File: config.mk
export PLATFORM = sky130hd
export DESIGN_NAME = tmr_clk_gate
export DESIGN_NICKNAME = d
export VERILOG_FILES = /design/src/rtl/tmr_pkg.sv /design/src/rtl/tmr_ctrl_reg.sv /design/src/rtl/tmr_gate.sv /design/src/rtl/tmr_down_cnt.sv /design/src/rtl/tmr_clk_gate.sv
export SDC_FILE = /design/constraint.sdc
export NUM_CORES = 1
export LEC_CHECK = 0
export ABC_AREA = 1
export CAP_MARGIN = 10
export CORE_ASPECT_RATIO = 0.6
export CORE_UTILIZATION = 35
export CTS_CLUSTER_SIZE = 40
export DETAILED_ROUTE_END_ITERATION = 6
export PLACE_DENSITY = 0.71
export SLEW_MARGIN = 20
export SYNTH_ARGS = -nofsm -noshare
export SYNTH_HDL_FRONTEND = slang
export SYNTH_SLANG_ARGS = --single-unit
File: constraint.sdc
create_clock -name clk -period 1.6 [get_ports clk]
set_clock_uncertainty 0.05 [all_clocks]
set_input_delay 0.32 -clock clk [delete_from_list [all_inputs] [get_ports clk]]
set_output_delay 0.32 -clock clk [all_outputs]
set_load 0.01 [all_outputs]
File: src/rtl/tmr_pkg.sv
package tmr_pkg;
  localparam int unsigned NUM_TMR = 2;
  localparam int unsigned TMR_PER = 0;
  localparam int unsigned TMR_WDG = 1;
  localparam int unsigned CTRL_W  = 2 * NUM_TMR;
endpackage

File: src/rtl/tmr_ctrl_reg.sv
module tmr_ctrl_reg #(
  parameter int unsigned N = 2
) (
  input  logic           clk,
  input  logic           rst_n,
  input  logic           wr_en,
  input  logic [2*N-1:0] wr_data,
  input  logic           osc_ready,
  output logic [N-1:0]   sel_q,
  output logic [N-1:0]   pse_q,
  output logic [N-1:0]   restart_q
);
  logic [N-1:0] sel_d, pse_d, restart_d;

  always_comb begin
    pse_d = pse_q;
    if (wr_en) pse_d = wr_data[2*N-1:N];
    if (!osc_ready)  sel_d = '0;
    else if (wr_en)  sel_d = wr_data[N-1:0];
    else             sel_d = sel_q;
    restart_d = sel_d ^ sel_q;
  end

  always_ff @(posedge clk or negedge rst_n) begin
    if (!rst_n) begin
      sel_q     <= '0;
      pse_q     <= '0;
      restart_q <= '0;
    end else begin
      sel_q     <= sel_d;
      pse_q     <= pse_d;
      restart_q <= restart_d;
    end
  end
endmodule

File: src/rtl/tmr_gate.sv
module tmr_gate (
  input  logic sel,
  input  logic pse,
  input  logic irc_tick,
  input  logic osc_tick,
  input  logic stop_mode,
  input  logic pstop_mode,
  output logic clk_en,
  output logic cnt_en
);
  logic run_ok;

  always_comb begin
    clk_en = sel ? osc_tick : irc_tick;
    run_ok = !stop_mode || (pstop_mode && pse && sel);
    cnt_en = clk_en && run_ok;
  end
endmodule

File: src/rtl/tmr_down_cnt.sv
module tmr_down_cnt #(
  parameter int unsigned W    = 8,
  parameter int unsigned LOAD = 5
) (
  input  logic         clk,
  input  logic         rst_n,
  input  logic         reload,
  input  logic         cnt_en,
  output logic [W-1:0] count,
  output logic         flag
);
  localparam logic [W-1:0] LOAD_V = W'(LOAD);
  logic [W-1:0] cnt_d;
  logic         flag_d;

  always_comb begin
    cnt_d  = count;
    flag_d = 1'b0;
    if (reload) begin
      cnt_d = LOAD_V;
    end else if (cnt_en) begin
      if (count == '0) begin
        cnt_d  = LOAD_V;
        flag_d = 1'b1;
      end else begin
        cnt_d = count - 1'b1;
      end
    end
  end

  always_ff @(posedge clk or negedge rst_n) begin
    if (!rst_n) begin
      count <= LOAD_V;
      flag  <= 1'b0;
    end else begin
      count <= cnt_d;
      flag  <= flag_d;
    end
  end
endmodule

File: src/rtl/tmr_clk_gate.sv
module tmr_clk_gate
  import tmr_pkg::*;
#(
  parameter int unsigned CNT_W    = 8,
  parameter int unsigned PER_LOAD = 5,
  parameter int unsigned WDG_LOAD = 9
) (
  input  logic              clk,
  input  logic              rst_n,
  input  logic              wr_en,
  input  logic [CTRL_W-1:0] wr_data,
  input  logic              osc_ready,
  input  logic              stop_mode,
  input  logic              pstop_mode,
  input  logic              irc_tick,
  input  logic              osc_tick,
  input  logic              wdg_service,
  output logic              per_clk_en,
  output logic              per_cnt_en,
  output logic              per_restart,
  output logic              per_irq,
  output logic [CNT_W-1:0]  per_count,
  output logic              wdg_clk_en,
  output logic              wdg_cnt_en,
  output logic              wdg_restart,
  output logic              wdg_timeout,
  output logic [CNT_W-1:0]  wdg_count
);
  logic [NUM_TMR-1:0] sel_q, pse_q, restart_q;
  logic [NUM_TMR-1:0] clk_en, cnt_en, reload, flag;
  logic [CNT_W-1:0]   count [NUM_TMR];
  logic [NUM_TMR-1:0] service;

  assign service = {wdg_service, 1'b0};

  tmr_ctrl_reg #(.N(NUM_TMR)) u_ctrl (
    .clk       (clk),
    .rst_n     (rst_n),
    .wr_en     (wr_en),
    .wr_data   (wr_data),
    .osc_ready (osc_ready),
    .sel_q     (sel_q),
    .pse_q     (pse_q),
    .restart_q (restart_q)
  );

  for (genvar i = 0; i < NUM_TMR; i++) begin : g_tmr
    localparam int unsigned LD = (i == TMR_PER) ? PER_LOAD : WDG_LOAD;

    tmr_gate u_gate (
      .sel        (sel_q[i]),
      .pse        (pse_q[i]),
      .irc_tick   (irc_tick),
      .osc_tick   (osc_tick),
      .stop_mode  (stop_mode),
      .pstop_mode (pstop_mode),
      .clk_en     (clk_en[i]),
      .cnt_en     (cnt_en[i])
    );

    assign reload[i] = restart_q[i] | service[i];

    tmr_down_cnt #(.W(CNT_W), .LOAD(LD)) u_cnt (
      .clk    (clk),
      .rst_n  (rst_n),
      .reload (reload[i]),
      .cnt_en (cnt_en[i]),
      .count  (count[i]),
      .flag   (flag[i])
    );
  end

  assign per_clk_en  = clk_en[TMR_PER];
  assign per_cnt_en  = cnt_en[TMR_PER];
  assign per_restart = restart_q[TMR_PER];
  assign per_irq     = flag[TMR_PER];
  assign per_count   = count[TMR_PER];
  assign wdg_clk_en  = clk_en[TMR_WDG];
  assign wdg_cnt_en  = cnt_en[TMR_WDG];
  assign wdg_restart = restart_q[TMR_WDG];
  assign wdg_timeout = flag[TMR_WDG];
  assign wdg_count   = count[TMR_WDG];
endmodule

==> results.cfg <==
[sta]
hold_viol_final = 0
post-route-min-period_ns = 1.542
clock.fmax_mhz = 648.5
tightest_slew_ns = 0.3083
slew_viol_final = 0
post-route-period-util_pct = 96.38
relSlewSlack_pct = 79.45
setup_tns_ns = 0
setup_viol = 0

[critical_path]
cpMaxStageDelayCell = clkdlybuf4s50_1
crit_family = buffers and inverters
crit_required_ns = 1.23
cp.buffers_inverters = 3
critical_path_class = input pin to output pin
path_cells = clkdlybuf4s50_1, nand2_2, nand2_4, inv_1, buf_2
start_kind = input pin
cp-end-kind = output pin
critical_path_peak_fanout = 2
cpPeakStageDelay_ns = 0.52
cp.arrival_ns = 1.17

[floorplan]
core_area_um2 = 3807
start_util_pct = 37.86
die_w_um = 84.85
die_area_um2 = 4387
num_io_pins = 37
die_h_um = 51.71
num_rows = 17

[synthesis]
yosys_register_bits = 24
async_flop_share_pct = 100.0
synth.avg_cell_area_um2 = 7.667
synth_top_area_share_pct = 34.72
yosys-top-cells-count = nand2_1, inv_1, dfrtp_1, nand3_1, nor2_1
synth_edf_count = 0
postSynthCellCount = 188
synthFlopType = dfrtp_1
ys_types = 22
seq_area_frac_synth_pct = 42.01
synth.most_common_cell = nand2_1
synthTopCellsByArea = dfrtp_1, nand2_1, inv_1
syn_nets = 205
yosys.area.top_type = dfrtp_1
synth_warnings = 0
netlist_area_um2 = 1441

[clock_tree]
cts_tree = done
cts.htree.levels = 1
cts_buffers = 3
clockRootBuffer = clkbuf_8
clk_path_buf_depth = 2
cts.reportedPaths.clkPinSlew_ns = 0.09
clock_latency_ns = 0.27
clock-sinks = 24

[global_routing]
grt_use_total_pct = 16.46
antenna_found_initial = 0
grt_pass1_wl_um = 5533
grt_pass1_vias = 1186
overflow = 0
grt_max_degree = 25

[place]
io_buffer_count = 36
globalplace.congestion = 0.7994
placed_cells = 280
place_hpwl_um = 2586

[power]
swShare_pct = 39.11
powerDensity_nw_per_um2 = 1275
power_frac_seq_pct = 34.8
clockPowerShare_pct = 16.0
ir_drop_v = 0.0004188
power_frac_comb_pct = 49.1
p_leak_nw = 1.185
power_switching_mw = 1.012
p_int_mw = 1.575

[drt]
first_pass_iters = 6
avgViaCountPerCell = 4.651
drtAntennaViolNets = 0
first_iter_violations = 75
vias = 1344
post-route-drc-count = 0
wirelength_um = 3271
wl_per_cell_um = 11.32

[finish]
diodes = 0
area_delta_synth_final_pct = 40.80
nets = 260
final_cells = 289
drive_above_1_share_pct = 24.79

[run]
max_cap_viol_count = 0

[run_status]
outcome = complete, no violations

[min_path]
hp-class = input pin to async pin
==> worst paths after layout <==
kind	from	to	cells after the start	slack (ns)
worst min register to register	g_tmr[0].u_cnt.count[0]	g_tmr[0].u_cnt.count[0]	2	0.44
min in group clk	g_tmr[0].u_cnt.count[0]	g_tmr[0].u_cnt.count[0]	2	0.44
worst max register to register	g_tmr[0].u_cnt.count[5]	g_tmr[0].u_cnt.count[1]	8	0.08
worst max-delay path	stop_mode	wdg_cnt_en	5	0.06
max in group asynchronous	rst_n	g_tmr[1].u_cnt.count[3]	2	0.87
worst min-delay path	rst_n	g_tmr[0].u_cnt.count[7]	2	0.35
==> power groups by stage <==
stage                     registers (mW)  clock network (mW)  logic (mW)
after floorplan                    0.976                   0       0.661
after global placement             0.925                   0        1.21
after detailed placement           0.927                   0        1.24
after CTS                          0.902               0.416        1.25
after global routing               0.926               0.447        1.42
final                              0.901               0.415        1.27
==> cell usage in the layout (no fill, tap or decap) <==
master / n
a21boi_1: 2
a21boi_2: 1
buf_12: 1
buf_2: 2
buf_4: 15
clkbuf_2: 1
clkbuf_8: 4
clkdlybuf4s15_1: 1
clkdlybuf4s50_1: 17
dfrtp_1: 19
dfrtp_2: 1
dfstp_2: 4
dlygate4sd2_1: 7
dlymetal6s2s_1: 8
ha_1: 4
inv_1: 27
inv_2: 5
nand2_1: 54
nand2_2: 11
nand2_4: 5
nand3_1: 20
nand3_2: 4
nor2_1: 14
nor2_2: 4
nor2_4: 1
nor3_1: 2
nor3_2: 1
o211ai_1: 2
o21ai_0: 1
o21ai_1: 1
o22ai_1: 2
xor2_1: 1
==> metrics by stage <==
step                setup slack (ns)  power, mW  utilization, %  cell area (µm²)  hold WS [ns]
finish                       0.05791      2.587           53.30             2029        0.3460
global route               -0.007698      2.796           53.30             2029        0.4019
CTS                         0.001065      2.568           52.09             1983        0.3647
detailed placement           -0.4283      2.169           50.44             1921        0.4211
global placement             -0.4300      2.133           50.44             1921        0.4096
floorplan                     0.1661      1.638               -             1441      -0.02559
==> metal layers <==
metal	vias up	share of wire, %	track usage [%]
met5	-	0	0
met4	0	0.92	3.672
met3	2	4.6	3.968
met2	37	41	24.66
met1	615	53	24.01
li1	690	-	-
==> final cells by class <==
cell class | instances | area [µm²]
Clock buffer | 4 | 55.05
Fill cell | 361 | 1778
Inverter | 32 | 120.1
Multi-Input combinational cell | 130 | 699.4
Sequential cell | 24 | 606.8
Tap cell | 47 | 58.81
Timing Repair Buffer | 52 | 489.2
==> cell families (layout without fill, tap and decap cells) <==
logic type	count (synthesis)	in the layout	synth area share, %
xor+xnor	1	1	0.6077
simple gates	116	116	38.98
compound gates	9	9	4.165
buf+inv	34	88	10.76
flops	24	24	42.01
fa+ha+maj	4	4	3.472
==> registers in the layout, summed over array words and instances (netlist names) <==
register	count
u_ctrl.restart_q	2
g_tmr.u_cnt.flag	2
g_tmr.u_cnt.count	16
u_ctrl.pse_q	2
u_ctrl.sel_q	2
==> timing repair <==
item	in CTS	in global routing
hold buffers	0	0
pin swaps	3	2
endpoints found under the hold margin	0	0
resized for setup	21	16
setup endpoints to repair	12	21
buffers inserted	3	2
Note: power is estimated with default switching activity, not from simulation.
